$ cat config.mk
export PLATFORM = sky130hd
export DESIGN_NAME = reg_start_supervisor
export DESIGN_NICKNAME = d
export VERILOG_FILES = /design/src/rtl/rss_pkg.sv /design/src/rtl/rss_tick_timer.sv /design/src/rtl/rss_flags.sv /design/src/rtl/rss_fsm.sv /design/src/rtl/reg_start_supervisor.sv
export SDC_FILE = /design/constraint.sdc
export NUM_CORES = 1
export LEC_CHECK = 0
export CAP_MARGIN = 20
export CORE_AREA = 3 3 40 42
export CTS_CLUSTER_DIAMETER = 30
export DETAILED_ROUTE_END_ITERATION = 16
export DIE_AREA = 0 0 43 45
export GPL_ROUTABILITY_DRIVEN = 0
export PLACE_DENSITY = 0.82
export SYNTH_ARGS = -nofsm -noshare
export SYNTH_HDL_FRONTEND = slang
export SYNTH_SLANG_ARGS = --single-unit
$ cat constraint.sdc
create_clock -name clk -period 2.2 [get_ports clk]
set_clock_uncertainty 0.2 [all_clocks]
set_input_delay 0.66 -clock clk [delete_from_list [all_inputs] [get_ports clk]]
set_output_delay 0.66 -clock clk [all_outputs]
set_load 0.005 [all_outputs]
$ cat src/rtl/rss_pkg.sv
package rss_pkg;
  typedef enum logic [2:0] {
    ST_OFF   = 3'd0,
    ST_SOFT  = 3'd1,
    ST_RAMP  = 3'd2,
    ST_GOOD  = 3'd3,
    ST_FAULT = 3'd4
  } sup_state_e;

  localparam int FLAG_SHORT = 0;
  localparam int FLAG_PG    = 1;
  localparam int NUM_FLAGS  = 2;

  // Interrupt request from the flag vector and the power-good mask
  function automatic logic irq_of(logic [NUM_FLAGS-1:0] flags, logic pg_mask);
    return flags[FLAG_SHORT] | (flags[FLAG_PG] & ~pg_mask);
  endfunction

  // Sticky flag next value: set beats clear
  function automatic logic flag_next(logic cur, logic set, logic clr);
    return set | (cur & ~clr);
  endfunction
endpackage

$ cat src/rtl/rss_tick_timer.sv
module rss_tick_timer #(
  parameter int TICKS = 2
) (
  input  logic clk,
  input  logic rst_n,
  input  logic arm,
  input  logic tick,
  output logic expire
);
  localparam int CW = $clog2(TICKS + 1);

  logic [CW-1:0] cnt_q;

  assign expire = arm && tick && (cnt_q == CW'(TICKS - 1));

  always_ff @(posedge clk or negedge rst_n) begin
    if (!rst_n)             cnt_q <= '0;
    else if (!arm || expire) cnt_q <= '0;
    else if (tick)          cnt_q <= cnt_q + CW'(1);
  end

  AST_CNT_BOUND: assert property (@(posedge clk) disable iff (!rst_n)
    cnt_q < CW'(TICKS));
  AST_DISARM_CLEARS: assert property (@(posedge clk) disable iff (!rst_n)
    !arm |=> cnt_q == '0);
endmodule

$ cat src/rtl/rss_flags.sv
module rss_flags
  import rss_pkg::*;
(
  input  logic                 clk,
  input  logic                 rst_n,
  input  logic [NUM_FLAGS-1:0] set_ev,
  input  logic [NUM_FLAGS-1:0] clr_w1c,
  input  logic                 pg_mask,
  output logic [NUM_FLAGS-1:0] flags,
  output logic                 irq
);
  for (genvar g = 0; g < NUM_FLAGS; g++) begin : g_flag
    always_ff @(posedge clk or negedge rst_n) begin
      if (!rst_n) flags[g] <= 1'b0;
      else        flags[g] <= flag_next(flags[g], set_ev[g], clr_w1c[g]);
    end

    AST_FLAG_STICKY: assert property (@(posedge clk) disable iff (!rst_n)
      flags[g] && !clr_w1c[g] |=> flags[g]);
    AST_SET_WINS: assert property (@(posedge clk) disable iff (!rst_n)
      set_ev[g] |=> flags[g]);
  end

  assign irq = irq_of(flags, pg_mask);

  AST_MASK_BLOCKS_PG: assert property (@(posedge clk) disable iff (!rst_n)
    pg_mask && !flags[FLAG_SHORT] |-> !irq);
endmodule

$ cat src/rtl/rss_fsm.sv
module rss_fsm
  import rss_pkg::*;
#(
  parameter int RATE_W = 3
) (
  input  logic              clk,
  input  logic              rst_n,
  input  logic              en_req,
  input  logic              above_low,
  input  logic              pg_in,
  input  logic              expire,
  input  logic [RATE_W-1:0] slew_cfg,
  output logic              in_soft,
  output logic              ev_timeout,
  output logic              ev_pg_reach,
  output logic              slew_active,
  output logic              force_off,
  output logic [RATE_W-1:0] slew_rate
);
  sup_state_e        st_q, st_d;
  logic [RATE_W-1:0] rate_q;
  logic              ev_ramp_entry;

  assign in_soft       = (st_q == ST_SOFT);
  assign ev_ramp_entry = en_req && in_soft && above_low;
  assign ev_timeout    = en_req && in_soft && !above_low && expire;
  assign ev_pg_reach   = en_req && (st_q == ST_RAMP) && pg_in;

  always_comb begin
    st_d = st_q;
    if (!en_req) st_d = ST_OFF;
    else begin
      unique case (st_q)
        ST_OFF:   st_d = ST_SOFT;
        ST_SOFT:  if (ev_ramp_entry) st_d = ST_RAMP;
                  else if (ev_timeout) st_d = ST_FAULT;
        ST_RAMP:  if (ev_pg_reach) st_d = ST_GOOD;
        ST_GOOD:  st_d = ST_GOOD;
        ST_FAULT: st_d = ST_FAULT;
        default:  st_d = ST_OFF;
      endcase
    end
  end

  always_ff @(posedge clk or negedge rst_n) begin
    if (!rst_n) begin
      st_q   <= ST_OFF;
      rate_q <= '0;
    end else begin
      st_q <= st_d;
      if (ev_ramp_entry) rate_q <= slew_cfg;
    end
  end

  assign slew_active = (st_q == ST_RAMP);
  assign force_off   = (st_q == ST_FAULT);
  assign slew_rate   = slew_active ? rate_q : '0;

  AST_DROP_EN_OFF: assert property (@(posedge clk) disable iff (!rst_n)
    !en_req |=> !slew_active && !force_off);
  AST_FAULT_HOLDS: assert property (@(posedge clk) disable iff (!rst_n)
    force_off && en_req |=> force_off);
  AST_TIMEOUT_OFF: assert property (@(posedge clk) disable iff (!rst_n)
    ev_timeout |=> force_off && !slew_active);
  AST_RAMP_ENTRY: assert property (@(posedge clk) disable iff (!rst_n)
    ev_ramp_entry |=> slew_active && slew_rate == $past(slew_cfg));
  AST_RATE_STABLE: assert property (@(posedge clk) disable iff (!rst_n)
    slew_active && $past(slew_active) |-> $stable(slew_rate));
  AST_PG_ENDS_RAMP: assert property (@(posedge clk) disable iff (!rst_n)
    ev_pg_reach |=> !slew_active);
endmodule

$ cat src/rtl/reg_start_supervisor.sv
module reg_start_supervisor
  import rss_pkg::*;
#(
  parameter int TIMEOUT_TICKS = 2,
  parameter int RATE_W        = 3
) (
  input  logic              clk,
  input  logic              rst_n,
  input  logic              en_req,
  input  logic              above_low,
  input  logic              pg_in,
  input  logic              ms_tick,
  input  logic              pg_mask,
  input  logic [RATE_W-1:0] slew_cfg,
  input  logic [1:0]        clr_w1c,
  output logic              slew_active,
  output logic [RATE_W-1:0] slew_rate,
  output logic              force_off,
  output logic              short_flag,
  output logic              pg_flag,
  output logic              irq
);
  logic                 in_soft;
  logic                 expire;
  logic                 ev_timeout;
  logic                 ev_pg_reach;
  logic [NUM_FLAGS-1:0] set_ev;
  logic [NUM_FLAGS-1:0] flags;

  rss_tick_timer #(.TICKS(TIMEOUT_TICKS)) u_timer (
    .clk(clk), .rst_n(rst_n), .arm(in_soft), .tick(ms_tick), .expire(expire)
  );

  rss_fsm #(.RATE_W(RATE_W)) u_fsm (
    .clk(clk), .rst_n(rst_n), .en_req(en_req), .above_low(above_low),
    .pg_in(pg_in), .expire(expire), .slew_cfg(slew_cfg), .in_soft(in_soft),
    .ev_timeout(ev_timeout), .ev_pg_reach(ev_pg_reach),
    .slew_active(slew_active), .force_off(force_off), .slew_rate(slew_rate)
  );

  always_comb begin
    set_ev             = '0;
    set_ev[FLAG_SHORT] = ev_timeout;
    set_ev[FLAG_PG]    = ev_pg_reach;
  end

  rss_flags u_flags (
    .clk(clk), .rst_n(rst_n), .set_ev(set_ev), .clr_w1c(clr_w1c),
    .pg_mask(pg_mask), .flags(flags), .irq(irq)
  );

  assign short_flag = flags[FLAG_SHORT];
  assign pg_flag    = flags[FLAG_PG];

  AST_PG_FROM_RAMP: assert property (@(posedge clk) disable iff (!rst_n)
    $rose(pg_flag) |-> $past(slew_active));
  AST_SHORT_WITH_FAULT: assert property (@(posedge clk) disable iff (!rst_n)
    $rose(short_flag) |-> force_off);
  AST_EXCLUSIVE_OUT: assert property (@(posedge clk) disable iff (!rst_n)
    $onehot0({slew_active, force_off}));
endmodule

# After elaboration in Yosys (flattened, before gate mapping)

Cells that the tools add are included.

$add $sub $neg: 1
Multipliers: 0
Divide/modulo/power cells: 0
$lt $le $gt $ge: 0
Equality and inequality tests: 7
Shift-type cells: 0
Mux-type cells: 8
Bitwise logic cells: 9
Reductions and logical operators: 14

Operators by type and width:

| cell                | count |
|---|---|
| $mux 3              | 5 |
| $pmux 3 s5          | 1 |
| $logic_and 1x1->1   | 8 |
| $eq 3x2->1 const B  | 2 |
| $mux 2              | 2 |
| $ne 4x4->1 const B  | 1 |
| $and 1x1->1         | 3 |
| $eq 3x1->1 const B  | 1 |
| $eq 3x3->1 const B  | 1 |
| $logic_not 3->1     | 1 |
| $ne 3x3->1 const B  | 1 |
| $not 1->1           | 3 |
| $or 1x1->1          | 3 |
| $add 2x1->2 const B | 1 |
| $eq 2x1->1 const B  | 1 |
| $logic_not 1->1     | 2 |
| $reduce_and 2->1    | 1 |
| $reduce_bool 2->1   | 1 |
| $logic_or 1x1->1    | 1 |

Register bits after elaboration: 10
Latch bits: 0
Memory bits (writable): 0
ROM bits: 0
Input port bits: 12
Output and inout bits: 8
Word-level logic and storage cells: 44
Memories: 0

# Logic depth before layout (Yosys ltp)

Depth after elaboration: 8
Depth in mapped cells: 5
Depth with buffers taken out: 5

# Cells and area by module

A second synthesis with hierarchy kept.

Cells, all modules: 49
Area total of the unflattened synthesis: 539.3 sq um

Modules (own cells, without submodules):

| module         | instances | cells an instance | area each (sq um) | sequential area each (sq um) |
|---|---|---|---|---|
| rss_fsm        | 1         | 31                | 347.8             | 150.1 |
| rss_tick_timer | 1         | 10                | 107.6             | 50.0 |
| rss_flags      | 1         | 8                 | 83.8              | 50.0 |

# Least setup slack after synthesis

OpenSTA, ideal clock, no wires.

Path type: register to output
From: register u_fsm.st_q[0]
To: output slew_rate[0]
Arrival time: 910 ps
Data required time: 1340 ps
Path slack: 430 ps
Cell stages (with the launch flop): 4
Buffers on the path: 0
Path through: dfrtp_1 > nand2b_1 > nor2_1 > and2_1

Cells in the longest elaborated chain, start to end: 2

RTL lines:

| item                     | line                       | RTL |
|---|---|---|
| start: declaration       | rss_fsm.sv:20              | `sup_state_e st_q, st_d;` |
| start signal: assignment | rss_fsm.sv:50              | `st_q <= st_d;` |
| $eq 3x2->1               | rss_fsm.sv:55              | `assign slew_active = (st_q == ST_RAMP);` |
| net slew_active          | reg_start_supervisor.sv:16 | `output logic slew_active,` |
| $mux 3                   | rss_fsm.sv:57              | `assign slew_rate = slew_active ? rate_q : '0;` |
| end: declaration         | reg_start_supervisor.sv:17 | `output logic [RATE_W-1:0] slew_rate,` |

The timed path passes the listed nets, and every way through them passes these cells.

# Worst setup path after layout

From: register u_fsm.st_q[0]
To: output force_off

Cells in the longest elaborated chain, start to end: 1

RTL lines:

| item             | line                       | RTL |
|---|---|---|
| $eq 3x3->1       | rss_fsm.sv:56              | `assign force_off = (st_q == ST_FAULT);` |
| end: declaration | reg_start_supervisor.sv:18 | `output logic force_off,` |

Every way passes these cells.

==> qor.csv <==
stage,metric,value,unit
placement,placed cell areas,756,sq um
sta,final-report hold violation count,0,
cts,Clock Tree Buf Depth,2,
yosys,Mapped Area,502,sq um
sta,worst-margin pin slew,0.436,ns
final_layout,Diodes inserted,0,
cts,CTS H-tree depth,1,
cts,CTS tree,yes,
worst_setup_path,Setup crit start,u_fsm.st_q[0],
sta,fin. max-slew vios,0,
yosys,Post-synth top flop,dfrtp_1,
yosys,post-synth top area share,49.9,%
yosys,Post-Syn Nets,61,
drt,via count,474,
worst_setup_path,WP data arrival,1.26,ns
yosys,"flops & latches, synth",10,
worst_setup_path,crit path cell chain,"buf_4, nand2b_1, nor2_1, clkdlybuf4s15_1",
final_layout,"Non-Filler Cell Area, Final",808,sq um
placement,pre-CTS setup slack,-0.399,ns
worst_setup_path,Reg-to-Reg Start,u_fsm.st_q[2],
global_routing,vias in the first global route,514,
placement,# port buffers,19,
yosys,"Avg Cell Area, Syn",10.5,sq um
sta,final worst slack,0.0824,ns
yosys,combinational family with the most area after synthesis,simple AND/OR/NAND/NOR gates,
yosys,most instantiated library cell after synthesis,dfrtp_1,
sta,clock period minus final worst setup slack,2.12,ns
yosys,most frequent cells after synthesis,"dfrtp_1, nor2_1, nand2b_1",
final_layout,FILL cells,122,
floorplan,Initial Utilization,39.0,%
drt,drt via density,5.10,
cts,Clock Latency Late Sink,0.27,ns
global_routing,global-route wire length before repair,2.19,mm
sta,max frequency,472,MHz
sta,Tcrit/Tclk final,96.3,%
yosys,Synth area leader,dfrtp_1,
worst_setup_path,CP Max Fanout,5,
drt,wire length on met1,511,microns
floorplan,row count,13,
floorplan,CORE AREA,1280,sq um
outcome,outcome,"finished, final reports clean",
sta,Slew HR,70.8,%
floorplan,Die X,43,microns
worst_setup_path,worst path required time,1.34,ns
yosys,post-synthesis xor/xnor area fraction,0,%
power,Power Total,500,uW
yosys,count of flip-flops with a built-in enable after synthesis,0,
global_routing,GR Util All Layers,16.0,%
drt,drt wl/cell,13.6,microns
drt,drt initial violations,6,
drt,DRT Pass-1 Iters,4,
yosys,simple-gate share of the synthesized area,25.2,%
yosys,mux cell area share after synthesis,10.7,%
final_layout,share of cells above drive strength 1,25.6,%
yosys,adder-cell share of the synthesized area,2.49,%
drt,DRC viols,0,
drt,max layer used,met4,
worst_setup_path,CP Class,flop to output pin,
cts,Worst-path clk slew,0.06,ns
drt,met2 WL,634,microns
floorplan,die height,45,microns
yosys,Cell variety after synth,17,
global_routing,largest net degree at the start of global routing,11,
yosys,Cells after Synth,48,
yosys,"Seq/Total Area, Yosys",49.9,%
run,max cap viols,0,
yosys,Synth Warn #,0,
final_layout,Layout area overhead,61.1,%
drt,DRT Wirelength,1.27,mm
power,Max IR drop VDD,476,uV
worst_hold_path,Hold Crit Start,u_fsm.rate_q[2],
sta,final setup fails,0,
cts,CTS buffer count,3,
final_layout,Final nets,92,
global_routing,initial antenna violation count,0,
floorplan,die area,1940,sq um
power,Leak,0.000398,uW
drt,remaining antenna violation count,0,
worst_hold_path,worst min path class,flop to flop,
floorplan,num ports,20,
yosys,Synth Area in Compound Gates,9.48,%
power,Pwr per Cell Area,618,nW/um^2
worst_setup_path,"slowest stage delay, CP",0.38,ns
cts,hold_buf cts,0,
cts,Clock Sinks,10,
worst_setup_path,CP max-delay cell,dfrtp_1,
sta,RSZ-0062 raised after global routing,false,
placement,hpwl dp,939,microns
global_routing,total gr overflow,0,
drt,met3 wire length,103,microns
worst_setup_path,CP startpoint kind,flop,
worst_setup_path,CP endpoint kind,output pin,
yosys,asr flop ratio synth,100,%
cts,clock root buffer,clkbuf_4,
yosys,Synth area leaders,"dfrtp_1, nand2b_1, mux2_1, nor2_1, mux2i_1",
==> power by group <==
group	leakage, uW	internal, uW	total [uW]	switching, uW
Clock	0.0000210	101	168	68.0
Combinational	0.000247	66.3	111	45.2
Sequential	0.000130	207	220	12.2
Total	0.000398	374	500	125
==> final cells by class <==
cell class,count,area (sq um),area share [%]
Multi-Input combinational cell,35,258,31.9
Sequential cell,10,250,31.0
Timing Repair Buffer,26,234,28.9
Clock buffer,4,36.3,4.49
Tap cell,15,18.8,2.32
Inverter,3,11.3,1.39
==> final timing paths <==
path / endpoint / slack [ns] / depth (start not counted)
worst max-delay path: force_off / 0.08 / 4
worst min-delay path: u_fsm.rate_q[2] / 0.28 / 1
worst max register to register: u_fsm.rate_q[0] / 0.38 / 4
worst min register to register: u_fsm.rate_q[2] / 0.28 / 1
max in group asynchronous: u_fsm.st_q[0] / 1.00 / 1
min in group asynchronous: u_flags.flags[1] / 0.49 / 1
==> cell families after synthesis <==
kind of cell | after synthesis
AND/OR/NAND/NOR | 22
multiplexers | 5
adder cells (fa/ha/maj) | 1
AO/OA/AOI/OAI | 7
buffers and inverters | 3
flip-flops | 10
==> metal layers <==
metal,global-route usage [%],vias to the layer above
li1,-,227
met5,0,-
met3,6.77,4
met1,16.9,220
met4,9.64,0
met2,26.6,23
==> registers in the layout (all words and copies together), names as in the netlist <==
register       flops
u_fsm.rate_q       3
u_fsm.st_q         3
u_flags.flags      2
u_timer.cnt_q      2
==> metrics by stage <==
| stage | std cells | utilization (%) | hold WS (ns) | TNS (ns) |
|---|---|---|---|---|
| CTS | 94 | 63.7 | 0.282 | -0.160 |
| global placement | 88 | 58.8 | 0.260 | -0.485 |
| floorplan | 48 | - | 0.164 | 0 |
| detailed placement | 88 | 58.8 | 0.268 | -0.524 |
| finish | 93 | 62.9 | 0.277 | 0 |
| global route | 93 | 62.9 | 0.320 | 0 |
==> cells in the final DEF (no fill, tap or decap), drive strengths merged <==
master,synthesis,layout
a21o,1,1
a21oi,3,3
a32o,1,1
and2,3,3
buf,0,8
clkbuf,0,7
clkdlybuf4s15,0,1
clkdlybuf4s50,0,12
dfrtp,10,10
dlygate4sd2,0,1
dlymetal6s2s,0,1
ha,1,1
inv,3,3
mux2,3,3
mux2i,2,2
nand2,2,2
nand2b,6,6
nor2,9,9
o22ai,1,1
o41ai,1,1
or3b,1,1
or4b,1,1
==> critical path: cells and delay by family (launching register included) <==
family / cells / cell delay, ns
buf+inv: 2 / 0.36
simple gates: 2 / 0.25
flops: 1 / 0.38
==> timing repair <==
action | CTS | global route
resized for setup | 16 | 7
endpoints found under the setup margin | 6 | 5
setup buffers | 2 | 0
pin swaps | 2 | 2
No activity file was read; power rests on OpenSTA's default activity.
